===== src/rtl/lru_tag_pkg.sv =====
package lru_tag_pkg;

    typedef enum logic [1:0] {
        OP_LOOKUP = 2'd0,
        OP_VICTIM = 2'd1,
        OP_INSERT = 2'd2,
        OP_INVAL  = 2'd3
    } lru_op_e;

    typedef enum logic {
        ST_IDLE = 1'b0,
        ST_EXEC = 1'b1
    } lru_state_e;

endpackage


===== src/rtl/lru_tag_match.sv =====
module lru_tag_match #(
    parameter int WAYS  = 4,
    parameter int TAG_W = 10,
    parameter int WAY_W = 2
) (
    input  logic [WAYS*TAG_W-1:0] tags_i,
    input  logic [WAYS-1:0]       valid_i,
    input  logic [TAG_W-1:0]      tag_i,
    output logic                  hit_o,
    output logic [WAY_W-1:0]      way_o
);
    // lowest matching way wins
    always_comb begin
        hit_o = 1'b0;
        way_o = '0;
        for (int w = 0; w < WAYS; w++) begin
            if (!hit_o && valid_i[w] && (tags_i[w*TAG_W +: TAG_W] == tag_i)) begin
                hit_o = 1'b1;
                way_o = WAY_W'(w);
            end
        end
    end
endmodule


===== src/rtl/lru_rank_promote.sv =====
module lru_rank_promote #(
    parameter int WAYS  = 4,
    parameter int WAY_W = 2
) (
    input  logic [WAYS*WAY_W-1:0] rank_i,
    input  logic [WAY_W-1:0]      sel_i,
    output logic [WAYS*WAY_W-1:0] rank_o,
    output logic [WAY_W-1:0]      lru_o
);
    logic [WAY_W-1:0] sel_rank;
    assign sel_rank = rank_i[sel_i*WAY_W +: WAY_W];

    // rank 0 = most recent; ways more recent than the promoted one age by one
    for (genvar g = 0; g < WAYS; g++) begin : g_rank
        logic [WAY_W-1:0] cur;
        assign cur = rank_i[g*WAY_W +: WAY_W];
        assign rank_o[g*WAY_W +: WAY_W] =
            (sel_i == WAY_W'(g)) ? '0 :
            (cur < sel_rank)     ? cur + 1'b1 : cur;
    end

    always_comb begin
        lru_o = '0;
        for (int w = 0; w < WAYS; w++) begin
            if (rank_i[w*WAY_W +: WAY_W] == WAY_W'(WAYS-1)) lru_o = WAY_W'(w);
        end
    end
endmodule


===== src/rtl/lru_tag_store.sv =====
module lru_tag_store
    import lru_tag_pkg::*;
#(
    parameter int ADDR_W    = 16,
    parameter int BLK_BYTES = 16,
    parameter int SETS      = 4,
    parameter int WAYS      = 4,
    parameter int NREQ      = 2,
    parameter int CTX_W     = 3,
    parameter int HIT_LAT   = 2,
    parameter int TIME_W    = 24,
    parameter int FILL_W    = 8,
    localparam int OFF_W    = $clog2(BLK_BYTES),
    localparam int IDX_B    = $clog2(SETS),
    localparam int SET_W    = (SETS > 1) ? IDX_B : 1,
    localparam int TAG_W    = ADDR_W - OFF_W - IDX_B,
    localparam int WAY_W    = (WAYS > 1) ? $clog2(WAYS) : 1,
    localparam int NBUCK    = NREQ + 1,
    localparam int OWN_W    = $clog2(NBUCK),
    localparam int BLOCKS   = SETS * WAYS,
    localparam int CNT_W    = $clog2(BLOCKS + 1)
) (
    input  logic                   clk,
    input  logic                   rst_n,
    input  logic                   cmd_valid,
    output logic                   cmd_ready,
    input  logic [1:0]             cmd_op,
    input  logic [ADDR_W-1:0]      cmd_addr,
    input  logic [WAY_W-1:0]       cmd_way,
    input  logic                   cmd_owned,
    input  logic [CTX_W-1:0]       cmd_ctx,
    input  logic [FILL_W-1:0]      cmd_fill,
    output logic                   rsp_valid,
    output logic                   rsp_hit,
    output logic [WAY_W-1:0]       rsp_way,
    output logic                   rsp_vict_valid,
    output logic [TIME_W-1:0]      rsp_lat,
    output logic [NBUCK*CNT_W-1:0] occ_o,
    output logic                   warm_o,
    output logic [TIME_W-1:0]      warm_cycle_o
);
    // elaboration-time parameter checks
    if (BLK_BYTES < 4 || (BLK_BYTES & (BLK_BYTES - 1)) != 0) begin : g_bad_blk
        $error("BLK_BYTES must be a power of two of at least 4");
    end
    if (SETS < 1 || (SETS & (SETS - 1)) != 0) begin : g_bad_sets
        $error("SETS must be a nonzero power of two");
    end
    if (WAYS < 1 || HIT_LAT < 1 || NREQ < 1) begin : g_bad_misc
        $error("WAYS, HIT_LAT and NREQ must be at least 1");
    end

    lru_state_e state_q, state_d;

    // captured command
    lru_op_e           op_q;
    logic [SET_W-1:0]  set_q;
    logic [TAG_W-1:0]  tag_cq;
    logic [WAY_W-1:0]  way_q;
    logic              owned_q;
    logic [CTX_W-1:0]  ctx_q;
    logic [FILL_W-1:0] fill_q;

    // per-block state
    logic [WAYS*TAG_W-1:0] tag_q   [SETS];
    logic [WAYS-1:0]       valid_q [SETS];
    logic [WAYS-1:0]       touch_q [SETS];
    logic [WAYS*WAY_W-1:0] rank_q  [SETS];
    logic [TIME_W-1:0]     ready_q [SETS][WAYS];
    logic [OWN_W-1:0]      own_q   [SETS][WAYS];

    logic [CNT_W-1:0]  occ_q [NBUCK];
    logic [CNT_W-1:0]  inuse_q;
    logic              warm_q;
    logic [TIME_W-1:0] warm_cyc_q;
    logic [TIME_W-1:0] cycle_q;

    // address split
    logic [SET_W-1:0] set_d;
    logic [TAG_W-1:0] tag_d;
    assign set_d = (IDX_B == 0) ? '0 : SET_W'(cmd_addr >> OFF_W);
    assign tag_d = TAG_W'(cmd_addr >> (OFF_W + IDX_B));

    // lookup and recency logic on the captured set
    logic                  hit;
    logic [WAY_W-1:0]      hit_way, lru_way, promote_way, tgt_way;
    logic [WAYS*WAY_W-1:0] rank_new;

    lru_tag_match #(.WAYS(WAYS), .TAG_W(TAG_W), .WAY_W(WAY_W)) u_match (
        .tags_i (tag_q[set_q]),
        .valid_i(valid_q[set_q]),
        .tag_i  (tag_cq),
        .hit_o  (hit),
        .way_o  (hit_way)
    );

    assign promote_way = (op_q == OP_LOOKUP) ? hit_way : way_q;

    lru_rank_promote #(.WAYS(WAYS), .WAY_W(WAY_W)) u_rank (
        .rank_i(rank_q[set_q]),
        .sel_i (promote_way),
        .rank_o(rank_new),
        .lru_o (lru_way)
    );

    assign tgt_way = (op_q == OP_VICTIM) ? lru_way : way_q;

    logic              tgt_valid, tgt_touch;
    logic [OWN_W-1:0]  tgt_own, in_bucket;
    logic [TIME_W-1:0] hit_ready, remain, hit_lat;
    assign tgt_valid = valid_q[set_q][tgt_way];
    assign tgt_touch = touch_q[set_q][tgt_way];
    assign tgt_own   = own_q[set_q][tgt_way];
    assign in_bucket = owned_q ? OWN_W'(32'(ctx_q) % NREQ) : OWN_W'(NREQ);
    assign hit_ready = ready_q[set_q][hit_way];
    assign remain    = hit_ready - cycle_q;
    assign hit_lat   = (hit_ready > cycle_q && remain > TIME_W'(HIT_LAT)) ? remain : TIME_W'(HIT_LAT);

    // state register
    always_ff @(posedge clk or negedge rst_n) begin
        if (!rst_n) state_q <= ST_IDLE;
        else        state_q <= state_d;
    end

    always_comb begin
        unique case (state_q)
            ST_IDLE: state_d = cmd_valid ? ST_EXEC : ST_IDLE;   // IDLE_ACCEPT / IDLE_WAIT
            ST_EXEC: state_d = ST_IDLE;                         // EXEC_DONE
            default: state_d = ST_IDLE;
        endcase
    end

    // outputs
    always_comb begin
        cmd_ready      = 1'b0;
        rsp_valid      = 1'b0;
        rsp_hit        = 1'b0;
        rsp_way        = '0;
        rsp_vict_valid = 1'b0;
        rsp_lat        = '0;
        unique case (state_q)
            ST_IDLE: cmd_ready = 1'b1;
            ST_EXEC: begin
                rsp_valid = 1'b1;
                unique case (op_q)
                    OP_LOOKUP: begin
                        rsp_hit = hit;
                        rsp_way = hit ? hit_way : '0;
                        rsp_lat = hit ? hit_lat : '0;
                    end
                    OP_VICTIM: begin
                        rsp_way        = lru_way;
                        rsp_vict_valid = tgt_valid;
                    end
                    default: rsp_way = way_q;
                endcase
            end
            default: ;
        endcase
    end

    for (genvar b = 0; b < NBUCK; b++) begin : g_occ
        assign occ_o[b*CNT_W +: CNT_W] = occ_q[b];
    end
    assign warm_o       = warm_q;
    assign warm_cycle_o = warm_cyc_q;

    // command capture, storage update, counters
    always_ff @(posedge clk or negedge rst_n) begin
        if (!rst_n) begin
            op_q    <= OP_LOOKUP;
            set_q   <= '0;
            tag_cq  <= '0;
            way_q   <= '0;
            owned_q <= 1'b0;
            ctx_q   <= '0;
            fill_q  <= '0;
            for (int s = 0; s < SETS; s++) begin
                tag_q[s]   <= '0;
                valid_q[s] <= '0;
                touch_q[s] <= '0;
                for (int w = 0; w < WAYS; w++) begin
                    rank_q[s][w*WAY_W +: WAY_W] <= WAY_W'(w);
                    ready_q[s][w] <= '0;
                    own_q[s][w]   <= OWN_W'(NREQ);
                end
            end
            for (int b = 0; b < NBUCK; b++) occ_q[b] <= '0;
            inuse_q    <= '0;
            warm_q     <= 1'b0;
            warm_cyc_q <= '0;
            cycle_q    <= '0;
        end else begin
            cycle_q <= cycle_q + 1'b1;
            if (state_q == ST_IDLE && cmd_valid) begin
                op_q    <= lru_op_e'(cmd_op);
                set_q   <= set_d;
                tag_cq  <= tag_d;
                way_q   <= cmd_way;
                owned_q <= cmd_owned;
                ctx_q   <= cmd_ctx;
                fill_q  <= cmd_fill;
            end
            if (state_q == ST_EXEC) begin
                unique case (op_q)
                    OP_LOOKUP: if (hit) rank_q[set_q] <= rank_new;
                    OP_VICTIM: if (tgt_valid) begin
                        if (occ_q[tgt_own] != 0) occ_q[tgt_own] <= occ_q[tgt_own] - 1'b1;
                        own_q[set_q][tgt_way] <= OWN_W'(NREQ);
                    end
                    OP_INSERT: begin
                        tag_q[set_q][tgt_way*TAG_W +: TAG_W] <= tag_cq;
                        valid_q[set_q][tgt_way] <= 1'b1;
                        own_q[set_q][tgt_way]   <= in_bucket;
                        ready_q[set_q][tgt_way] <= cycle_q + TIME_W'(fill_q);
                        occ_q[in_bucket]        <= occ_q[in_bucket] + 1'b1;
                        rank_q[set_q]           <= rank_new;
                        if (!tgt_touch) begin
                            touch_q[set_q][tgt_way] <= 1'b1;
                            inuse_q <= inuse_q + 1'b1;
                            if (!warm_q && (inuse_q + 1'b1) >= CNT_W'(BLOCKS)) begin
                                warm_q     <= 1'b1;
                                warm_cyc_q <= cycle_q;
                            end
                        end
                    end
                    OP_INVAL: begin
                        valid_q[set_q][tgt_way] <= 1'b0;
                        touch_q[set_q][tgt_way] <= 1'b0;
                        if (tgt_touch && inuse_q != 0) inuse_q <= inuse_q - 1'b1;
                        if (tgt_valid) begin
                            if (occ_q[tgt_own] != 0) occ_q[tgt_own] <= occ_q[tgt_own] - 1'b1;
                            own_q[set_q][tgt_way] <= OWN_W'(NREQ);
                        end
                    end
                    default: ;
                endcase
            end
        end
    end
endmodule


===== config.mk =====
export PLATFORM = sky130hd
export DESIGN_NAME = lru_tag_store
export DESIGN_NICKNAME = d
export VERILOG_FILES = /design/src/rtl/lru_tag_pkg.sv /design/src/rtl/lru_tag_match.sv /design/src/rtl/lru_rank_promote.sv /design/src/rtl/lru_tag_store.sv
export SDC_FILE = /design/constraint.sdc
export NUM_CORES = 2
export LEC_CHECK = 0
export BUFFER_PORTS_ARGS = -buffer_cell sky130_fd_sc_hd__buf_4
export CAP_MARGIN = 20
export CELL_PAD_IN_SITES_DETAIL_PLACEMENT = 1
export CELL_PAD_IN_SITES_GLOBAL_PLACEMENT = 2
export CORE_MARGIN = 3
export CORE_UTILIZATION = 40
export CTS_BUF_LIST = sky130_fd_sc_hd__clkbuf_16
export DETAILED_ROUTE_END_ITERATION = 12
export GPL_TIMING_DRIVEN = 1
export PLACE_DENSITY_LB_ADDON = 0.1
export SLEW_MARGIN = 20
export SYNTH_ARGS = -nofsm -noshare
export SYNTH_HDL_FRONTEND = slang
export SYNTH_SLANG_ARGS = --single-unit

===== constraint.sdc =====
create_clock -name clk -period 9.42 [get_ports clk]
set_input_delay 1.413 -clock clk [delete_from_list [all_inputs] [get_ports clk]]
set_output_delay 1.413 -clock clk [all_outputs]
set_load 0.03 [all_outputs]

## Word-level counts from Yosys, hierarchy flattened

Cells that the tools add are included.

| storage, ports and cells | value |
|---|---|
| register bits after elaboration | 736 |
| input port bits | 35 |
| output and inout port bits | 70 |
| word-level logic and storage cells | 275 |

| operators by class | value |
|---|---|
| $add $sub $neg | 12 |
| $mul | 1 |
| $lt $le $gt $ge | 18 |
| eq/ne operators | 18 |
| shift-type cells | 3 |
| multiplexer cells | 109 |
| bitwise operators | 15 |
| reductions and logical operators | 36 |

Operators with widths:

| cell | number |
|---|---|
| $bwmux W384 | 1 |
| $mux W96 | 3 |
| $bmux W96 S2 | 1 |
| $demux W96 S2 | 1 |
| $mux W24 | 7 |
| $bwmux W160 | 1 |
| $pmux W32 S2 | 2 |
| $mux W40 | 3 |
| $bmux W40 S2 | 1 |
| $demux W40 S2 | 1 |
| $bwmux W32 | 2 |
| $mux W32 | 2 |
| $pmux W16 S2 | 2 |
| $and A16 B16 Y16 | 3 |
| $bmux W24 S2 | 1 |
| $demux W24 S2 | 1 |
| $mux W8 | 6 |
| $or A16 B16 Y16 | 3 |
| $eq A10 B10 Y1 | 4 |
| $mux W2 | 20 |
| $mux W5 | 8 |
| $shift A10 B34 Y40 const A | 1 |
| $shiftx A10 B34 Y40 | 1 |
| $neg A6 Y34 | 1 |
| other kinds (51) | 136 |

## Depth between registers and ports, before layout

| depth | value |
|---|---|
| word-level depth | 30 |
| mapped depth | 28 |

## Modules after synthesis

A second synthesis with hierarchy kept.

| second synthesis, totals | value |
|---|---|
| cell total of the unflattened synthesis | 3291 |
| area total of the unflattened synthesis | 36095.9 sq um |

By module, submodules not included:

| module | times used | cells an instance | area an instance (sq um) |
|---|---|---|---|
| lru_tag_store | 1 | 3162 | 35047.4 |
| lru_tag_match | 1 | 72 | 603.1 |
| lru_rank_promote | 1 | 57 | 445.4 |

## Worst setup path after synthesis

No wires, ideal clock.

| timing path | value |
|---|---|
| path kind | reg2out |
| start point | register set_q[0] |
| end point | output rsp_lat[1] |
| arrival | 6.374 ns |
| required time | 8.007 ns |
| path slack | 1.633 ns |
| cell stages (with the launch flop) | 24 |
| buffers on the path | 8 |
| cells stage by stage | dfrtp_1 > buf_6 > buf_6 > buf_6 > buf_6 > buf_2 > buf_2 > buf_2 > buf_1 > mux4_2 > a211oi_1 > a21oi_1 > ha_1 > or3_1 > nor2_1 > inv_1 > o221a_2 > a21oi_1 > o21ai_0 > a211o_1 > a21oi_1 > xnor2_1 > or4_1 > a31oi_1 |

| on the way | value |
|---|---|
| word-level cells in the longest chain between the ends | 30 |
| elaborated cells between the ends (all ways) | 43 |

Ends and longest elaborated chain:

| element | RTL line | RTL |
|---|---|---|
| from (decl) | lru_tag_store.sv:57 | `logic [SET_W-1:0] set_q;` |
| from (signal assigned) | lru_tag_store.sv:197 | `set_q <= set_d;` |
| $not A2 Y3 (implied by the code) (*) | lru_tag_store.sv:90, lru_tag_store.sv:91, lru_tag_store.sv:115 |  |
| $bmux W40 S2 | lru_tag_store.sv:90 | `.tags_i (tag_q[set_q]),` |
| $mux W40 (implied by the code) (2 in series) | lru_tag_store.sv:90 |  |
| $eq A10 B10 Y1 | lru_tag_match.sv:17 | `if (!hit_o && valid_i[w] && (tags_i[w*TAG_W +: TAG_W] == tag_i)) begin` |
| $logic_and A1 B1 Y1 | lru_tag_match.sv:17 |  |
| $mux W1 | lru_tag_match.sv:17 |  |
| $logic_not A1 Y1 | lru_tag_match.sv:17 |  |
| $logic_and A1 B1 Y1 (2 in series) | lru_tag_match.sv:17 |  |
| [... 11 more ...] | - |  |
| $mux W24 (implied by the code) (2 in series) | lru_tag_store.sv:115 | `assign hit_ready = ready_q[set_q][hit_way];` |
| $sub A24 B24 Y24 | lru_tag_store.sv:116 | `assign remain = hit_ready - cycle_q;` |
| $gt A24 B2 Y1 | lru_tag_store.sv:117 | `assign hit_lat = (hit_ready > cycle_q && remain > TIME_W'(HIT_LAT)) ? remain : TIME_W'(HIT_LAT);` |
| $logic_and A1 B1 Y1 | lru_tag_store.sv:117 |  |
| $mux W24 | lru_tag_store.sv:117 |  |
| $mux W24 (*) | lru_tag_store.sv:149 | `rsp_lat = hit ? hit_lat : '0;` |
| $mux W24 (*) | lru_tag_store.sv:145 | `unique case (op_q)` |
| $mux W24 (*) | lru_tag_store.sv:141 | `unique case (state_q)` |
| to (decl) | lru_tag_store.sv:37 | `output logic [TIME_W-1:0] rsp_lat,` |

Mark *: on every way between the ends. The rest lies on a longest branch, timed or not. The select of a mux whose other input is x is not followed.

## Worst setup path after layout

| timing path | value |
|---|---|
| start point | register set_q[0] |
| end point | output rsp_lat[5] |

Same word-level chain as after synthesis.

==> results_dict.tcl <==
set metrics [dict create \
    max_slew_margin_pct 25.4 \
    synthAdderAreaFrac_pct 1.88 \
    antenna_found_initial 3 \
    tightest_slew_ns 1.11 \
    stdcell_count 4795 \
    synth_warnings 0 \
    initial_core_util_pct 40.6 \
    ctsRootBufferMaster "clkbuf_16" \
    synth_area_um2 36100 \
    final_antenna_net_count 0 \
    h-tree-depth 3 \
    synth-xor-area-share_pct 3.12 \
    skew_ns 0.0162 \
    dp_hpwl_mm 72.4 \
    end_kind "output pin" \
    p_total_w 0.00938 \
    async_flop_share_pct 100 \
    synthToLayoutAreaGrowth_pct 14.1 \
    vias 27159 \
    gp_congestion 0.864 \
    wire_per_inst_um 23.4 \
    clk_latency_ns 0.66 \
    dr.pass1.iters 5 \
    seq_area_frac_synth_pct 51.1 \
    synth.avg_cell_area_um2 10.3 \
    cts.clk_slew.worst_paths_ns 0.06 \
    hp-class "reg -> reg" \
    netlist_instances 3501 \
    die_area_um2 93900 \
    final_layout_size_suffix_gt1_share_pct 17.8 \
    synth_area_leaders "dfrtp_1 (49%), mux4_2 (8.8%), o21ai_0 (8.0%)" \
    critical_path_class "reg -> out" \
    grt_max_degree 175 \
    drc 0 \
    drt_wl_total_mm 112 \
    setup_viol 0 \
    powerDensity_nw_per_um2 228 \
    timing.fmax_mhz 111 \
    grt_first_pass_wirelength_mm 176 \
    synth_top_family_by_area "multiplexers" \
    synth_edf_count 0 \
    synth_nets 3589 \
    hold_viol 0 \
    crit_path_max_fanout 29 \
    die_h_um 306 \
    min_period_over_period_pct 95.7 \
    synthMuxAreaShare_pct 14.1 \
    layout.nets 3647 \
    critPathLaunchType "register" \
    dp_cells 4630 \
    synth.distinct_cells 77 \
    cts_inserted_buffers 85 \
    first_iter_violations 1584 \
    cts.sinks 736 \
    synth-compound-area-share_pct 14.0 \
    clock_path_buffers 3 \
    crit_required_ns 8.01 \
    num_rows 109 \
    peakVddDrop_v 0.000127 \
    synth-simple-area-share_pct 12.3 \
    grt_usage_pct 24.1 \
    overflow 0 \
    synth_area_leader_cell "dfrtp_1" \
    tritoncts "done" \
    grt_pass1_vias 29817 \
    viasPerCell 5.66 \
    cts_hold_buffers 0 \
    arrival_ns 7.60 \
    yosys.area.top_type_share_pct 48.8 \
    status "completed" \
    portBuffers 98 \
    tns_ns 0 \
    core_um2 88900 \
    min_period_ns 9.01 \
    synth_seq_cells 736 \
    ios 105 \
    die_width_um 306 \
    ys.flop_type "dfrtp_1" \
    drv_cap 0 \
    finalMaxSlewViolations 0 \
    power_leakage_nw 18.1 \
]
-- flip-flops by register name, summed over array words and instances, names as in the netlist, 2 cells and up, named ones only --
name,count
occ_o,15
cycle_q,24
fill_q,8
rank_q,32
inuse_q,5
tag_cq,10
own_q,32
warm_cycle_o,24
op_q,2
tag_q,160
way_q,2
set_q,2
ready_q,384
-- final timing paths --
path / startpoint / end / slack (ns) / cells past startpoint
worst min register to register: rank_q[22] / rank_q[22] / 0.47 / 2
max in group asynchronous: rst_n / ready_q[378] / 6.52 / 3
worst max-delay path: set_q[0] / rsp_lat[5] / 0.41 / 26
worst max register to register: set_q[0] / rank_q[3] / 3.53 / 16
min in group asynchronous: rst_n / owned_q / 0.68 / 1
worst min-delay path: rank_q[22] / rank_q[22] / 0.47 / 2
-- placed cells by master, fill, tap and decap left out, types with 6 or more instances in the layout --
cell type  Yosys  routed
a211oi_1      28      28
a21o_1        20      20
a21oi_1      109     108
a22oi_1       10      10
a31oi_1       10       9
and2_1         6       6
and3_1        12      12
buf_12         0       6
buf_4          1     211
clkbuf_16      0      86
clkinv_1       4      27
clkinv_2       0      16
dfrtp_1      704     702
dfstp_2       32      32
ha_1          51      51
inv_1         52      72
mux2_2        74      74
mux2i_1      103     101
mux4_2       141     141
nand2_1      750     736
nand2_2        0      14
nand2b_1      15      15
nand3_1       45      42
nand4_1       17      17
nor2_1       101     100
nor2b_1       41      40
nor3_1        36      36
nor4_1         9       8
o21ai_0      579     578
o22ai_1        6       6
o31ai_1       66      65
or3_1         10      10
xnor2_1       92      80
xnor2_2        2      14
xor2_1        33      32
-- routing by layer --
layer,global-route usage [%],up-vias,part of all wire (%)
met4,6.85,0,2.6
li1,-,12418,-
met3,4.34,172,4.8
met5,0,-,0
met2,39.6,520,47
met1,32.8,14049,46
-- kinds of logic (layout without fill, tap and decap cells) --
kind of cell    count (synthesis)  in the layout
simple gates                 1062           1062
xor+xnor                      127            127
other cells                     0              1
mux                           322            322
flops                         736            736
buf+inv                       307            435
compound gates                894            894
fa+ha+maj                      53             53
-- metrics by stage --
stage / cell area (µm²) / hold WS [ns] / utilization, % / setup slack, ns
6_report: 41200 / 0.473 / 46.3 / 0.407
5_1_grt: 41200 / 0.492 / 46.3 / -0.0356
4_1_cts: 41000 / 0.474 / 46.1 / 0.0254
3_5_place_dp: 38400 / 0.465 / 43.2 / 0.483
3_3_place_gp: 38400 / 0.454 / 43.1 / 0.479
2_1_floorplan: 36100 / 0.440 / - / 1.63
-- cells in the mapped netlist (all sizes together) (10+ instances only) --
library cell  instances
nand2               750
dfrtp               704
o21ai               581
clkbuf              208
mux4                141
a21oi               109
mux2i               106
nor2                101
xnor2                94
mux2                 75
o31ai                66
inv                  53
ha                   51
nand3                45
buf                  42
nor2b                41
nor3                 36
xor2                 33
dfstp                32
a211oi               29
a21o                 20
nand4                17
nand2b               15
and3                 12
a22oi                10
a31oi                10
or3                  10
-- area by class of cell --
class | count | area, µm²
fillers | 9687 | 47700
flip-flops and latches | 736 | 18500
multi-input cells | 2458 | 16600
clock buffers | 85 | 2130
repair buffers | 221 | 1790
well taps | 1165 | 1460
clock inverters | 72 | 505
inverters | 57 | 214
diodes | 1 | 2.50
-- power breakdown --
part | internal, W | switching (W)
Combinational | 0.000971 | 0.00140
Sequential | 0.00356 | 0.000288
Clock | 0.00178 | 0.00138
Total | 0.00631 | 0.00307
-- worst max-delay path: stages (launching register included) --
cell and delay [ns]:
dfrtp_4 0.53, buf_16 0.27, mux4_2 0.55, xnor2_1 0.19
o2111ai_1 0.15, or4_4 0.63, a21boi_4 0.38, buf_12 0.24
nor2b_1 0.06, a211oi_1 0.34, a21oi_1 0.20, ha_1 0.27
or3_1 0.35, nor2_2 0.17, inv_1 0.11, o221a_2 0.31
a21oi_2 0.24, o21bai_1 0.16, xor2_1 0.20, nor4_2 0.30
buf_4 0.17, nand4_1 0.12, buf_4 0.17, o41ai_2 0.19
buf_4 0.22, and3b_1 0.20, buf_4 0.17
-- what timing repair did --
item | 4_1_cts | 5_1_grt
resized for setup | 1 | 12
setup endpoints to repair | 18 | 18
gates cloned | 0 | 1
setup buffers | 2 | 3
pin swaps | 1 | 2
Note: power is estimated with default switching activity, not from simulation.
